===== src/rtl/pgpio_pkg.sv =====
// Package: default sizes, derived counts and page codes for the paged GPIO block.
// Assumes byte-wide ports; page codes are 8-bit values written to the page register.
package pgpio_pkg;
    localparam int DEF_PORT_W    = 8;
    localparam int DEF_PORTS     = 6;
    localparam int DEF_IRQ_PORTS = 3;
    localparam int DEF_ADDR_W    = 4;
    localparam int DEF_LINES     = DEF_PORTS * DEF_PORT_W;
    localparam int DEF_IRQ_LINES = DEF_IRQ_PORTS * DEF_PORT_W;

    typedef enum logic [7:0] {
        PAGE_POL = 8'h40,
        PAGE_EN  = 8'h80,
        PAGE_ID  = 8'hC0
    } page_e;
endpackage


===== src/rtl/pgpio_sync.sv =====
// Two-flop synchroniser across every pad input.
// Assumes pin_in is asynchronous to clk and only its level matters.
module pgpio_sync #(
    parameter int W = 48
) (
    input  logic         clk,
    input  logic         rst_n,
    input  logic [W-1:0] pin_in,
    output logic [W-1:0] lvl
);
    logic [W-1:0] meta_q;
    logic [W-1:0] sync_q;

    // Two stages of resynchronisation.
    always_ff @(posedge clk) begin
        if (!rst_n) begin
            meta_q <= '0;
            sync_q <= '0;
        end else begin
            meta_q <= pin_in;
            sync_q <= meta_q;
        end
    end

    assign lvl = sync_q;
endmodule


===== src/rtl/pgpio_irq_port.sv =====
// One interrupt-capable port: enable, polarity and captured-edge flags.
// Assumes lvl is already synchronised; wr_en/wr_pol are single-cycle strobes
// already qualified by address and page.
module pgpio_irq_port #(
    parameter int W = 8
) (
    input  logic         clk,
    input  logic         rst_n,
    input  logic         wr_en,
    input  logic         wr_pol,
    input  logic [W-1:0] wdata,
    input  logic [W-1:0] lvl,
    output logic [W-1:0] en_o,
    output logic [W-1:0] pol_o,
    output logic [W-1:0] flag_o
);
    logic [W-1:0] en_q, pol_q, flag_q, prev_q;
    logic [W-1:0] en_next, hit, flag_next;

    // Next enable value: the written byte wins over the held one.
    always_comb en_next = wr_en ? wdata : en_q;

    // Edge qualification per line using the polarity selection.
    always_comb hit = (pol_q & lvl & ~prev_q) | (~pol_q & ~lvl & prev_q);

    // Capture qualified edges; a zero enable clears and holds the flag clear.
    always_comb flag_next = (flag_q | (en_q & hit)) & en_next;

    // State registers for this port.
    always_ff @(posedge clk) begin
        if (!rst_n) begin
            en_q   <= '0;
            pol_q  <= '0;
            flag_q <= '0;
            prev_q <= '0;
        end else begin
            en_q   <= en_next;
            flag_q <= flag_next;
            prev_q <= lvl;
            if (wr_pol) pol_q <= wdata;
        end
    end

    assign en_o   = en_q;
    assign pol_o  = pol_q;
    assign flag_o = flag_q;
endmodule


===== src/rtl/pgpio_ctrl.sv =====
// Paged GPIO controller top: output latches, page register, address decode,
// read multiplexer and interrupt summary.
// Assumes one bus access per cycle, PORT_W of 8 (the page code width) and
// IRQ_PORTS no larger than PORT_W.
module pgpio_ctrl
    import pgpio_pkg::*;
#(
    parameter int NUM_PORTS = DEF_PORTS,
    parameter int IRQ_PORTS = DEF_IRQ_PORTS,
    parameter int PORT_W    = DEF_PORT_W,
    parameter int ADDR_W    = DEF_ADDR_W
) (
    input  logic                        clk,
    input  logic                        rst_n,
    input  logic [ADDR_W-1:0]           bus_addr,
    input  logic                        bus_wr,
    input  logic                        bus_rd,
    input  logic [PORT_W-1:0]           bus_wdata,
    output logic [PORT_W-1:0]           bus_rdata,
    input  logic [NUM_PORTS*PORT_W-1:0] pin_in,
    output logic [NUM_PORTS*PORT_W-1:0] pin_oe,
    output logic                        irq_out
);
    localparam int LINES     = NUM_PORTS * PORT_W;
    localparam int IRQ_LINES = IRQ_PORTS * PORT_W;
    localparam int OFF_PEND  = NUM_PORTS;
    localparam int OFF_PAGE  = NUM_PORTS + 1;
    localparam int OFF_IRQ0  = NUM_PORTS + 2;

    logic [LINES-1:0]     latch_q;
    logic [LINES-1:0]     lvl;
    page_e                page_q;
    logic [IRQ_LINES-1:0] irq_en, irq_pol, irq_flags;
    logic [IRQ_PORTS-1:0] pend;
    logic [PORT_W-1:0]    rd_val;

    pgpio_sync #(.W(LINES)) u_sync (
        .clk    (clk),
        .rst_n  (rst_n),
        .pin_in (pin_in),
        .lvl    (lvl)
    );

    genvar gp;
    generate
        for (gp = 0; gp < NUM_PORTS; gp++) begin : g_latch
            // Output latch of one port, loaded by a write to its data offset.
            always_ff @(posedge clk) begin
                if (!rst_n)
                    latch_q[gp*PORT_W +: PORT_W] <= '0;
                else if (bus_wr && bus_addr == ADDR_W'(gp))
                    latch_q[gp*PORT_W +: PORT_W] <= bus_wdata;
            end
        end

        for (gp = 0; gp < IRQ_PORTS; gp++) begin : g_irq
            logic sel;
            assign sel = bus_wr && (bus_addr == ADDR_W'(OFF_IRQ0 + gp));
            pgpio_irq_port #(.W(PORT_W)) u_port (
                .clk    (clk),
                .rst_n  (rst_n),
                .wr_en  (sel && page_q == PAGE_EN),
                .wr_pol (sel && page_q == PAGE_POL),
                .wdata  (bus_wdata),
                .lvl    (lvl[gp*PORT_W +: PORT_W]),
                .en_o   (irq_en[gp*PORT_W +: PORT_W]),
                .pol_o  (irq_pol[gp*PORT_W +: PORT_W]),
                .flag_o (irq_flags[gp*PORT_W +: PORT_W])
            );
            assign pend[gp] = |irq_flags[gp*PORT_W +: PORT_W];
        end
    endgenerate

    // Page register: only the three defined codes are accepted.
    always_ff @(posedge clk) begin
        if (!rst_n)
            page_q <= PAGE_ID;
        else if (bus_wr && bus_addr == ADDR_W'(OFF_PAGE) &&
                 (bus_wdata == PAGE_EN || bus_wdata == PAGE_POL || bus_wdata == PAGE_ID))
            page_q <= page_e'(bus_wdata);
    end

    // Read multiplexer over the whole window; unused offsets return zero.
    always_comb begin
        rd_val = '0;
        for (int p = 0; p < NUM_PORTS; p++)
            if (bus_addr == ADDR_W'(p)) rd_val = lvl[p*PORT_W +: PORT_W];
        if (bus_addr == ADDR_W'(OFF_PEND)) rd_val = PORT_W'(pend);
        if (bus_addr == ADDR_W'(OFF_PAGE)) rd_val = PORT_W'(page_q);
        for (int p = 0; p < IRQ_PORTS; p++) begin
            if (bus_addr == ADDR_W'(OFF_IRQ0 + p)) begin
                case (page_q)
                    PAGE_EN:  rd_val = irq_en[p*PORT_W +: PORT_W];
                    PAGE_POL: rd_val = irq_pol[p*PORT_W +: PORT_W];
                    default:  rd_val = irq_flags[p*PORT_W +: PORT_W];
                endcase
            end
        end
    end

    assign bus_rdata = bus_rd ? rd_val : '0;
    assign pin_oe    = latch_q;
    assign irq_out   = |pend;
endmodule


===== config.mk =====
export PLATFORM = sky130hd
export DESIGN_NAME = pgpio_ctrl
export DESIGN_NICKNAME = d
export VERILOG_FILES = /design/src/rtl/pgpio_pkg.sv /design/src/rtl/pgpio_sync.sv /design/src/rtl/pgpio_irq_port.sv /design/src/rtl/pgpio_ctrl.sv
export SDC_FILE = /design/constraint.sdc
export NUM_CORES = 1
export LEC_CHECK = 0
export ABC_AREA = 0
export BUFFER_PORTS_ARGS = -buffer_cell sky130_fd_sc_hd__clkbuf_2
export CAP_MARGIN = 10
export CORE_ASPECT_RATIO = 0.9
export CORE_MARGIN = 1.5
export CORE_UTILIZATION = 56
export CTS_CLUSTER_SIZE = 40
export DETAILED_ROUTE_END_ITERATION = 8
export PLACE_DENSITY_LB_ADDON = 0.05
export SKIP_CTS_REPAIR_TIMING = 1
export SKIP_LAST_GASP = 1
export SLEW_MARGIN = 20
export SYNTH_ARGS = -nofsm -noshare
export SYNTH_HDL_FRONTEND = slang
export SYNTH_SLANG_ARGS = --single-unit

===== constraint.sdc =====
create_clock -name clk -period 3.3 [get_ports clk]
set_input_delay 0.165 -clock clk [delete_from_list [all_inputs] [get_ports clk]]
set_output_delay 0.165 -clock clk [all_outputs]
set_load 0.05 [all_outputs]

* Yosys cells after proc, flatten, opt, wreduce, memory -nomap -nowiden
Index checks and enable logic that the tools add are counted.
** Word-level totals
- Logic and storage cells :: 111
- Output and inout bits :: 57
- Bits of input ports :: 64
- Bits in registers :: 248
** Operators by class
- Bitwise logic cells :: 33
- Equality and inequality tests :: 15
- Reduce and logical (&&, ||, !) cells :: 24
- Mux-type cells :: 18
** Operators with widths (number)
- bitwise AND 8 bit :: 18
- two-way mux 8 bit :: 15
- NOT 8 bit :: 9
- bitwise OR 8 bit :: 6
- one-hot mux 8 bit (2 select lines) :: 3
- == test 8 bit (second input constant) :: 3
- OR reduction 24 bit :: 1
- OR reduction 8 bit :: 3
- logical AND 1 bit :: 17
- == test 4 x 3 -> 1 bit (second input constant) :: 4
- == test 8 x 7 -> 1 bit (second input constant) :: 2
- == test 4 bit (second input constant) :: 3
- == test 4 x 2 -> 1 bit (second input constant) :: 2
- == test 4 x 1 -> 1 bit (second input constant) :: 1
- logical NOT 4 bit :: 1
- logical OR 1 bit :: 2

* Depth between registers and ports, before layout
Gate-level depths: netlist of the first run.
- Depth in word-level cells :: 13
- Gate-level depth with buffers :: 8
- Mapped depth without buffers :: 5

* Cells and area by module
A second synthesis of the first run with hierarchy kept.
** Unflattened totals
- Cells, all modules :: 937
- Area, all modules :: 9948.3 µm²
** Modules (own cells, without submodules)
- pgpio_irq_port :: seq. area each 640.6 µm², cells each 109, area each 1228.7 µm², instances 3
- pgpio_ctrl :: seq. area each 1121.1 µm², cells each 408, area each 3658.5 µm², instances 1
- pgpio_sync :: seq. area each 1921.8 µm², cells each 202, area each 2603.7 µm², instances 1

* Worst setup path before layout of the first run
Ideal clock, no wire load.
- Kind :: register to output
- Start :: register page_q[0]
- End :: output bus_rdata[0]
- Path buffers :: 2
- Data arrival time :: 2.834 ns
- Cell stages (with the launch flop) :: 7
- Slack :: 0.301 ns
- Data required time :: 3.135 ns
- Cells stage by stage :: dfxtp_1 > or4_1 > buf_2 > nor2_2 > buf_4 > o221ai_1 > a311oi_1
** Between the ends
- Cells in the longest elaborated chain, start to end :: 6
- Elaborated cells between the ends (all ways) :: 10
- Classes of those cells :: 2 x eq/ne; 8 x mux
** Ends and longest elaborated chain
- from (decl) :: line pgpio_ctrl.sv:32 : page_e page_q;
- from (signal assigned) :: line pgpio_ctrl.sv:80 : page_q <= page_e'(bus_wdata);
- == test 8 x 7 -> 1 bit / == test 8 bit (equally long branches) :: line pgpio_ctrl.sv:92 : case (page_q)
- one-hot mux 8 bit (2 select lines) :: line pgpio_ctrl.sv:92
- two-way mux 8 bit (2 in series) :: line pgpio_ctrl.sv:91 : if (bus_addr == ADDR_W'(OFF_IRQ0 + p)) begin
- two-way mux 8 bit (*) :: line pgpio_ctrl.sv:91
- two-way mux 8 bit (*) :: line pgpio_ctrl.sv:101 : assign bus_rdata = bus_rd ? rd_val : '0;
- to (decl) :: line pgpio_ctrl.sv:19 : output logic [PORT_W-1:0] bus_rdata,
Mark *: on every way between the ends. The rest lies on a longest branch, timed or not.

* Final worst setup path of the first run
- Start :: register page_q[0]
- End :: output bus_rdata[3]
Same word-level chain as after synthesis.

==> PnR_summary.wiki, run 1 <==
{| class="wikitable"
! Metric !! Value
|-
| Run status || finished, final reports clean
|-
| Clock tree from TritonCTS || yes
|-
| Cell breakdown of the critical path || or4_1, nor2_2, buf_4, o21a_1, o211ai_1, a221oi_1, buf_2
|-
| Vertical extent of the die || between 100 and 150 microns
|-
| Last weighted congestion value of the routability-driven placer || just under 1
|-
| Std cell rows || 45
|-
| Reg2reg path depth || 7
|-
| Detail-routed net length per standard cell || around 18 microns
|-
| Largest stage delay on the critical path || just under 0.6 ns
|-
| Required arrival time at the worst endpoint || 3.13 ns
|-
| Post-DP HPWL || around 19 mm
|-
| Final Skew || 0.0120 ns
|-
| Min-Delay Path Depth || 2
|-
| Netlist area before placement || 9860 sq um
|-
| Lkg Pwr || roughly 0.0047 uW
|-
| Category of the worst setup path capture point || output pin
|-
| Worst r2r dst || g_irq[1].u_port.flag_o[4]
|-
| Time the final worst path needs with I/O delays and setup || 3.18 ns
|-
| Reg2Reg Setup Slack || just under 0.7 ns
|-
| Die X-Extent || about 140 microns
|-
| Yosys warns || 0
|-
| Root buffer cell || clkbuf_16
|-
| Number of max-slew violations in the final report || 0
|-
| Transition time at the pin with the least slew margin || between 0.9 and 1 ns
|-
| Global route total overflow || 0
|-
| Reg2Reg Launch Point || page_q[0]
|-
| Clock transition at the registers of the reported paths || 0.06 ns
|-
| Total via count after detailed routing || 8,578
|-
| Final count of negative-setup-slack endpoints || 0
|-
| Share of flip-flops with an asynchronous set or reset after synthesis || 0%
|-
| IR Drop Worst-Case VDD || 0.000527 V
|-
| Maxcap violations || 0
|-
| Type of the tightest min-delay check || primary input to register
|-
| Post-Syn Nets || around 1,200
|-
| Slew headroom || a little under two fifths
|-
| Initial Util || a little under 60%
|-
| Detailed-route wire length || between 20 and 30 mm
|-
| Antenna diode instance count || 0
|-
| CP Launch Type || register
|-
| Number of ports placed on the die boundary || roughly 120
|-
| Part of the Yosys area used for sequential elements || about half
|-
| Instance count of the mapped netlist || 1,121
|-
| Maximum buffer depth of the clock tree || 3
|-
| Distinct cell type count of the synthesized netlist || 58
|-
| Clk_lat worst skew || 0.53 ns
|-
| Setup TNS || 0 ns
|-
| Most used DFF post-synth || dfxtp_1
|-
| Antenna violations before repair || 1
|-
| Hold path endpoint || u_sync.meta_q[33]
|-
| Detail-routed via count per cell || between 5 and 6
|-
| 1st-pass router iterations || 6
|-
| Number of inserted filler cells in the final layout || around 1,300
|-
| Core Region || 17,100 sq um
|-
| Maximum number of pins on one net before global-route repair || 80
|-
| Share of the clock period used by the worst path after layout || a little over nine tenths
|-
| Area of the die || 18,400 sq um
|-
| Count of routing violations after the opening detailed-route iteration || ~940
|-
| Peak Freq || between 300 and 400 MHz
|-
| Fraction of final layout cells sized beyond drive strength 1 || 15.9%
|-
| Arrival time of data at the critical path endpoint || between 3 and 4 ns
|-
| Final antenna-violating net count || 0
|-
| Final hold violations || 0
|-
| Clock Sinks || ~250
|-
| Commonest non-fill, non-tap cells in the layout || dfxtp_1 (248), nand2_1 (162), and2_1 (121), clkbuf_2 (118), nor2_1 (109)
|-
| Number of enable-type register cells in the synthesized netlist || 0
|-
| Total Nets Final || between 1,000 and 1,500
|-
| Cell with the largest stage delay on the worst path || or4_1
|-
| Number of global-route vias before repair || 7,353
|-
| Origin of the worst min-delay path || rst_n
|-
| Hold Slack || roughly 0.17 ns
|-
| Input/output buffers || 120
|-
| Global-route wire length before repair || ~41 mm
|-
| Global-route usage over all layers || between 20% and 30%
|-
| Worst Path Class, Setup || register to output pin
|-
| Most common cell after layout, fill and taps aside || dfxtp_1
|-
| Syn_area_per_cell || 8.80 sq um
|-
| Clock H-tree levels || 1
|-
| Number of buffers created by CTS || 23
|-
| Number of flip-flops and latches in the synthesized netlist || about 250
|-
| Unrepaired setup endpoints after global routing || false
|-
| Synthesis-to-finish area growth || 20.2%
|-
| DRC violations left || 0
|-
| Cell Pwr Density || between 500 and 600 nW/um^2
|-
| Worst-path fanout max || 10
|}
## power breakdown
group / internal, uW / switching, uW
clock: 1510 / 1130
sequential: 3060 / 38.5
combinational: 163 / 252
total: 4730 / 1420
## state kept, by name (all words and copies together) (netlist names)
| signal | cells |
|---|---|
| g_irq.u_port.pol_o | 24 |
| u_sync.meta_q | 48 |
| u_sync.lvl | 48 |
| g_irq.u_port.en_o | 24 |
| g_irq.u_port.flag_o | 24 |
| pin_oe | 48 |
| page_q | 8 |
| g_irq.u_port.prev_q | 24 |
## worst max path at each step
stage	start	end	slack, ns	cells past startpoint
final	page_q[0]	bus_rdata[3]	0.12	7
after global routing	page_q[0]	bus_rdata[3]	0.002	7
after CTS	page_q[0]	bus_rdata[3]	0.15	7
after detailed placement	bus_addr[0]	bus_rdata[3]	0.64	7
after global placement	bus_addr[0]	bus_rdata[0]	0.71	8
after floorplan	page_q[0]	bus_rdata[0]	0.30	6
## cells by family after synthesis
group,after synthesis,synth area share [%]
AO/OA/AOI/OAI,249,16.3
flip-flops,248,50.3
AND/OR/NAND/NOR,480,23.8
buffers and inverters,93,4.03
multiplexers,51,5.48
## cell type report
cell class | instances | area (sq um) | area share [%]
Timing Repair Buffer | 195 | 1300 | 11.0
Sequential cell | 248 | 4960 | 41.9
Inverter | 10 | 37.5 | 0.317
Tap cell | 235 | 294 | 2.48
Clock inverter | 8 | 87.6 | 0.739
Multi-Input combinational cell | 780 | 4500 | 38.0
Clock buffer | 33 | 673 | 5.68
## cell usage after synthesis, types with 8 or more instances
master	number	area [sq um]
dfxtp_1	248	4960
nand2_1	162	608
and2_1	121	757
nor2_1	109	409
a21oi_1	94	470
clkbuf_1	53	199
o21ai_0	49	245
mux2i_1	45	450
o221ai_1	28	245
nand3_1	24	120
a221oi_1	18	158
buf_2	17	85.1
nor4_1	11	68.8
a221o_1	8	80.1
inv_1	8	30.0
## layer usage
layer	wire [microns]	up-vias	track usage [%]
met3	2280	53	4.47
li1	-	4170	-
met4	820	0	9.34
met5	0	-	0
met2	12500	393	46.1
met1	12300	3962	41.3
## stage by stage
stage	setup WS [ns]	utilization (%)	total power, uW	cells	area (sq um)
finish	0.118	69.5	6160	1509	11900
global route	0.00217	69.5	6360	1509	11900
CTS	0.147	66.7	6140	1461	11400
detailed placement	0.640	62.2	3530	1420	10600
global placement	0.707	62.2	3520	1420	10600
floorplan	0.301	-	3390	1121	9860
## critical path, delay by kind of cell (launching register included)
family	cells	cell delay, ns
compound gates	3	0.65
buf+inv	2	0.58
flops	1	0.36
simple gates	2	0.90
(Power assumes the default switching activity.)
==> run 2: changes to the inputs <==
GPL_TIMING_DRIVEN = 0   (was default)
SYNTH_HIERARCHICAL = 1   (was default)
==> PnR_summary.wiki, run 2 <==
{| class="wikitable"
! Metric !! Value
|-
| Run status || finished, final reports clean
|-
| Non-Filler Cell Area, Final || about 12,000 sq um
|-
| DRC violations left || 0
|-
| Reg2Reg Launch Point || page_q[0]
|-
| Detail-routed via count per cell || roughly 5.4
|-
| Hold path endpoint || g_irq[0].u_port/pol_o[6]
|-
| Met2 Use GR || between 40% and 50%
|-
| Number of enable-type register cells in the synthesized netlist || 0
|-
| Total Nets Final || around 1,200
|-
| Dominant cells by area after synthesis || dfxtp_1 (50%), mux2i_1 (11%), and2_1 (7.6%)
|-
| Lkg Pwr || 0.00493 uW
|-
| Global-route usage over all layers || between 20% and 30%
|-
| Origin of the worst min-delay path || bus_wdata[6]
|-
| Required arrival time at the worst endpoint || roughly 3.1 ns
|-
| Type of the tightest min-delay check || primary input to register
|-
| Number of global-route vias before repair || 6,591
|-
| Part of the Yosys area used for sequential elements || roughly 50%
|-
| Share of the clock period used by the worst path after layout || 88.8%
|-
| Largest family of logic cells by synthesized area || simple AND/OR/NAND/NOR gates
|-
| Std cell rows || 46
|-
| Maximum number of pins on one net before global-route repair || 36
|-
| Synthesis-to-finish area growth || 22.2%
|-
| Maxcap violations || 0
|-
| Die X-Extent || around 140 microns
|-
| Cell Pwr Density || 522 nW/um^2
|-
| Count of routing violations after the opening detailed-route iteration || between 500 and 600
|-
| Syn_area_per_cell || roughly 11 sq um
|-
| Global-route wire length before repair || ~37 mm
|-
| Yosys top cell area share || between 40% and 50%
|-
| Min-Delay Path Depth || 3
|-
| Root buffer cell || clkbuf_16
|-
| Transition time at the pin with the least slew margin || approximately 1.1 ns
|-
| Antenna diode instance count || 0
|-
| Last weighted congestion value of the routability-driven placer || 0.965
|-
| Final count of negative-setup-slack endpoints || 0
|-
| Multiplexer share of the synthesized area || around an eighth
|-
| Clock tree from TritonCTS || yes
|-
| Clock H-tree levels || 1
|-
| Combinational fraction of design power || 6.4%
|-
| Time the final worst path needs with I/O delays and setup || about 2.9 ns
|-
| Top cell type by total area after synthesis || dfxtp_1
|-
| Area of the die || 18,600 sq um
|-
| Reg2Reg Setup Slack || about 0.88 ns
|-
| Most common cell after layout, fill and taps aside || dfxtp_1
|-
| Global route total overflow || 0
|-
| Peak Freq || between 300 and 400 MHz
|-
| Worst r2r dst || g_irq[0].u_port/en_o[3]
|-
| Synthesized-area fraction occupied by ao, oa, aoi and oai cells || approximately a tenth
|-
| Yosys warns || 6
|-
| Met3 usage || between 4 and 5%
|-
| Number of max-slew violations in the final report || 0
|-
| Clock share of power || 44.7%
|-
| NetSw || ~1400 uW
|-
| Adder-cell share of the synthesized area || 0%
|-
| Number of flip-flops and latches in the synthesized netlist || around 250
|-
| CP Launch Type || register
|-
| Area share of xor/xnor cells in the synthesized design || 0%
|-
| Met1 Usage GRT || between 30% and 40%
|-
| Clk_lat worst skew || around 0.53 ns
|-
| Reg2reg path depth || 9
|-
| Commonest non-fill, non-tap cells in the layout || dfxtp_1 (248), and2_1 (121), clkbuf_2 (117), mux2i_1 (114), nor2_1 (72)
|-
| Unrepaired setup endpoints after global routing || false
|-
| Vertical extent of the die || 129 microns
|-
| Internal Dissipation || about 4900 uW
|-
| Number of ports placed on the die boundary || 121
|-
| Power share of the sequential group || 48.8%
|-
| Initial Util || between 50% and 60%
|-
| Slew headroom || 27.6%
|-
| Detail-routed net length per standard cell || 18.1 microns
|-
| Clock transition at the registers of the reported paths || 0.06 ns
|-
| Category of the worst setup path capture point || output pin
|-
| Cell with the most instances after synthesis || dfxtp_1
|-
| Fraction of final layout cells sized beyond drive strength 1 || between 20% and 30%
|-
| Instance count of the mapped netlist || between 900 and 1,000
|-
| Core Region || between 15,000 and 20,000 sq um
|-
| Post-Syn Nets || approximately 1,000
|-
| Input/output buffers || 117
|-
| Fraction of the mapped netlist area in simple logic gates || 22.7%
|-
| Share of flip-flops with an asynchronous set or reset after synthesis || 0%
|-
| Number of buffers created by CTS || 25
|-
| Post-DP HPWL || about 17 mm
|-
| Most used DFF post-synth || dfxtp_1
|-
| Number of inserted filler cells in the final layout || approximately 1,400
|-
| Final Skew || 0.0137 ns
|-
| Commonest cells in the synthesized netlist || dfxtp_1 (248), and2_1 (121), mux2i_1 (114), nor2_1 (72), nor2b_1 (53)
|-
| Layer with the highest usage after global routing || met2
|-
| Worst Path Class, Setup || register to output pin
|-
| Setup TNS || 0 ns
|-
| Final antenna-violating net count || 0
|-
| Total via count after detailed routing || between 7,000 and 8,000
|-
| 1st-pass router iterations || 5
|-
| Clock Sinks || between 200 and 250
|-
| Instance area at placement || roughly 11,000 sq um
|-
| Maximum buffer depth of the clock tree || 3
|-
| Distinct cell type count of the synthesized netlist || 51
|-
| Netlist area before placement || between 9000 and 10,000 sq um
|-
| Arrival time of data at the critical path endpoint || 2.77 ns
|-
| Detailed-route wire length || between 20 and 30 mm
|-
| Switching portion of total power || a little under a quarter
|-
| Worst-path fanout max || 10
|-
| Antenna violations before repair || 0
|-
| IR Drop Worst-Case VDD || approximately 0.00044 V
|-
| Final Util || a little over two thirds
|-
| Final hold violations || 0
|}
-- run 2: cell count changes in the layout (fill, tap and decap cells not counted), moves of 22 or more --
cell / previous run / this run
buf_2: 1 / 25
a21oi_1: 94 / 14
nand4b_1: 0 / 24
nand2_1: 162 / 15
inv_1: 8 / 30
o21ai_0: 49 / 7
o221ai_1: 28 / 4
mux2i_1: 45 / 114
nor2b_1: 6 / 53
nor2_1: 109 / 72
nand4bb_1: 0 / 24
buf_4: 27 / 5
-- run 2: layer usage --
layer / share of wire (%) / up-vias
met5: 0 / -
met4: 2.6 / 0
met3: 5.0 / 47
met2: 45 / 207
met1: 47 / 3549
li1: - / 3715
-- run 2: layout make-up --
type	count	area, sq um	area share (%)
well taps	240	300	2.47
repair buffers	165	1070	8.77
plain buffers	55	347	2.85
flip-flops and latches	248	4960	40.8
clock inverters	14	145	1.19
clock buffers	31	698	5.74
multi-input cells	601	4510	37.1
inverters	33	124	1.02
-- run 2: worst max-delay path by stage --
| stage | slack, ns | end | start | cells after the start |
|---|---|---|---|---|
| finish | 0.37 | bus_rdata[4] | page_q[6] | 7 |
| detailed placement | 0.53 | bus_rdata[6] | bus_addr[0] | 8 |
| global route | 0.17 | bus_rdata[4] | page_q[6] | 7 |
| global placement | 0.51 | bus_rdata[6] | bus_addr[0] | 8 |
| floorplan | 0.72 | bus_rdata[4] | page_q[0] | 6 |
| CTS | 0.36 | bus_rdata[6] | page_q[6] | 7 |
-- run 2: logic make-up after synthesis --
| kind of cell | after synthesis |
|---|---|
| compound gates | 124 |
| flops | 248 |
| simple gates | 360 |
| buf+inv | 88 |
| mux | 117 |
-- run 2: critical path, cell delays in order (launching register included) --
cell	delay, ns
dfxtp_1	0.41
nor2b_1	0.14
buf_2	0.24
buf_1	0.46
a22o_1	0.23
a221oi_1	0.08
o31ai_1	0.33
clkbuf_2	0.34
-- run 2: stage by stage --
step           total power (uW)  hold WS (ns)  std cells  setup WS, ns
5_1_grt                    6560        0.0569       1387         0.170
2_1_floorplan              3370         0.287        937         0.723
6_report                   6340        0.0369       1387         0.369
3_3_place_gp               3520         0.371       1294         0.508
4_1_cts                    6350        -0.184       1339         0.360
3_5_place_dp               3520         0.373       1294         0.530
-- run 2: power by group through the flow --
stage / Combinational, uW / Sequential [uW] / Clock, uW
6_report: 408 / 3100 / 2840
3_3_place_gp: 358 / 3160 / 0
3_5_place_dp: 359 / 3160 / 0
5_1_grt: 436 / 3100 / 3020
4_1_cts: 361 / 3100 / 2890
2_1_floorplan: 199 / 3170 / 0
==> run 3: changes to the inputs <==
CORE_UTILIZATION = 50   (was 56)
==> PnR_summary.wiki, run 3 (same netlist as run 2, synthesis figures left out) <==
{| class="wikitable"
! Metric !! Value
|-
| Clk_lat worst skew || about 0.52 ns
|-
| Worst-path fanout max || 10
|-
| Peak Freq || approximately 330 MHz
|-
| DRC violations left || 0
|-
| Number of global-route vias before repair || 6,939
|-
| Time the final worst path needs with I/O delays and setup || around 3.1 ns
|-
| Clock H-tree levels || 1
|-
| Synthesis-to-finish area growth || 22.6%
|-
| Final hold violations || 0
|-
| Category of the worst setup path capture point || output pin
|-
| Hold Slack || slightly above 0.08 ns
|-
| Final antenna-violating net count || 0
|-
| Post-DP HPWL || 18.1 mm
|-
| Global-route usage over all layers || 24.8%
|-
| Lkg Pwr || ~0.005 uW
|-
| Maximum buffer depth of the clock tree || 3
|-
| Met1 Usage GRT || a little over a third
|-
| Cell breakdown of the critical path || nor2b_1, buf_2, buf_1, a22o_1, a221o_1, nand2_1, a21oi_1, clkbuf_2
|-
| Internal Dissipation || 5000 uW
|-
| Detail-routed via count per cell || about 5.4
|-
| IR Drop Worst-Case VDD || 0.000345 V
|-
| Share of the clock period used by the worst path after layout || between 90% and 100%
|-
| Slew headroom || 39.4%
|-
| Total via count after detailed routing || approximately 7,600
|-
| Global route total overflow || 0
|-
| Number of buffers created by CTS || 26
|-
| Area used by multi-input combinational logic || 4510 sq um
|-
| Power share of the sequential group || approximately half
|-
| Worst Path Class, Setup || register to output pin
|-
| Final Skew || about 0.011 ns
|-
| Root buffer cell || clkbuf_16
|-
| Setup TNS || 0 ns
|-
| Final count of negative-setup-slack endpoints || 0
|-
| Antenna violations before repair || 0
|-
| Met2 Use GR || between 30% and 40%
|-
| Detailed-route wire length || approximately 26 mm
|-
| Transition time at the pin with the least slew margin || roughly 0.91 ns
|-
| Count of routing violations after the opening detailed-route iteration || between 400 and 500
|-
| Run status || finished, final reports clean
|-
| Total Nets Final || roughly 1,200
|-
| Die X-Extent || 152 microns
|-
| Type of the tightest min-delay check || primary input to register
|-
| Std cell rows || between 40 and 50
|-
| Met3 usage || ~4.8%
|-
| NetSw || between 1000 and 1500 uW
|-
| Initial Util || 51.4%
|-
| Area of the die || approximately 21,000 sq um
|-
| Last weighted congestion value of the routability-driven placer || about 0.95
|-
| Number of ports placed on the die boundary || 121
|-
| Combinational fraction of design power || roughly 6.4%
|-
| Most common cell after layout, fill and taps aside || dfxtp_1
|-
| Number of inserted filler cells in the final layout || about 1,600
|-
| Clock tree from TritonCTS || yes
|-
| Clock Sinks || about 250
|-
| Cell with the largest stage delay on the worst path || buf_1
|-
| Clock transition at the registers of the reported paths || ~0.06 ns
|-
| Arrival time of data at the critical path endpoint || 2.89 ns
|-
| Global-route wire length before repair || a little under 40 mm
|-
| Detail-routed net length per standard cell || approximately 19 microns
|-
| Layer with the highest usage after global routing || met2
|-
| Vertical extent of the die || roughly 140 microns
|-
| FF+latch area || a little under 5000 sq um
|-
| Input/output buffers || ~120
|-
| Switching portion of total power || ~22%
|-
| Antenna diode instance count || 0
|-
| Fraction of final layout cells sized beyond drive strength 1 || slightly below 20%
|-
| Required arrival time at the worst endpoint || roughly 3.1 ns
|-
| Unrepaired setup endpoints after global routing || false
|-
| Clock share of power || about 45%
|-
| Largest stage delay on the critical path || 0.54 ns
|-
| Maximum number of pins on one net before global-route repair || 36
|-
| Commonest non-fill, non-tap cells in the layout || dfxtp_1 (248), and2_1 (121), clkbuf_2 (117), mux2i_1 (114), nor2_1 (72)
|-
| Maxcap violations || 0
|-
| Number of max-slew violations in the final report || 0
|-
| CP Launch Type || register
|-
| Core Region || between 15,000 and 20,000 sq um
|-
| 1st-pass router iterations || 5
|-
| Cell Pwr Density || 526 nW/um^2
|}
## run 3: cell count changes in the layout (fill, tap and decap cells not counted)
| cell | delta |
|---|---|
| clkbuf_1 | +3 |
| clkbuf_16 | +2 |
| clkinv_2 | -2 |
| a2111oi_0 | -1 |
| a2111oi_1 | +1 |
| clkinv_4 | -1 |
| inv_16 | -1 |
## run 3: final timing paths
kind                         start                  endpoint  slack, ns  cells past startpoint
hold / removal        bus_wdata[6]  g_irq[2].u_port/pol_o[6]       0.08                      3
setup reg to reg         page_q[6]  g_irq[2].u_port/pol_o[0]       0.82                      8
setup / recovery         page_q[6]              bus_rdata[0]       0.25                      8
hold reg to reg   u_sync/meta_q[3]             u_sync/lvl[3]       0.43                      1
## run 3: metrics by stage
step                      cells  setup WS (ns)  cell area, sq um  total power (uW)  utilization [%]
final                      1398          0.246             12200              6410             63.1
after global routing       1398          0.154             12200              6640             63.1
after CTS                  1350          0.262             11700              6430             60.6
after detailed placement   1304          0.684             10800              3530             56.1
after global placement     1304          0.393             10800              3520             56.1
after floorplan             937          0.723              9950              3370                -
## run 3: area by class of cell
class | instances | share of cell area (%)
Sequential cell | 248 | 40.7
Multi-Input combinational cell | 601 | 37.0
Timing Repair Buffer | 165 | 8.74
Clock buffer | 36 | 6.23
Buffer | 55 | 2.84
Tap cell | 250 | 2.57
Inverter | 33 | 1.02
Clock inverter | 10 | 0.872
## run 3: worst max-delay path: cells and delay by family (launching register included)
kind                   cells  cell delay (ns)
DFF                        1             0.40
buffers and inverters      3             1.12
AOI/OAI and AO/OA          3             0.63
and+or+nand+nor            2             0.22
## run 3: layer usage
metal / part of all wire [%] / vias to the layer above
li1: - / 3716
met3: 7.0 / 47
met5: 0 / -
met1: 46 / 3598
met4: 2.9 / 0
met2: 44 / 243
## run 3: power groups by stage
stage | registers [uW] | logic [uW] | clock network, uW
6_report | 3100 | 411 | 2900
4_1_cts | 3100 | 366 | 2960
5_1_grt | 3100 | 442 | 3090
3_5_place_dp | 3160 | 365 | 0
3_3_place_gp | 3160 | 363 | 0
2_1_floorplan | 3170 | 199 | 0
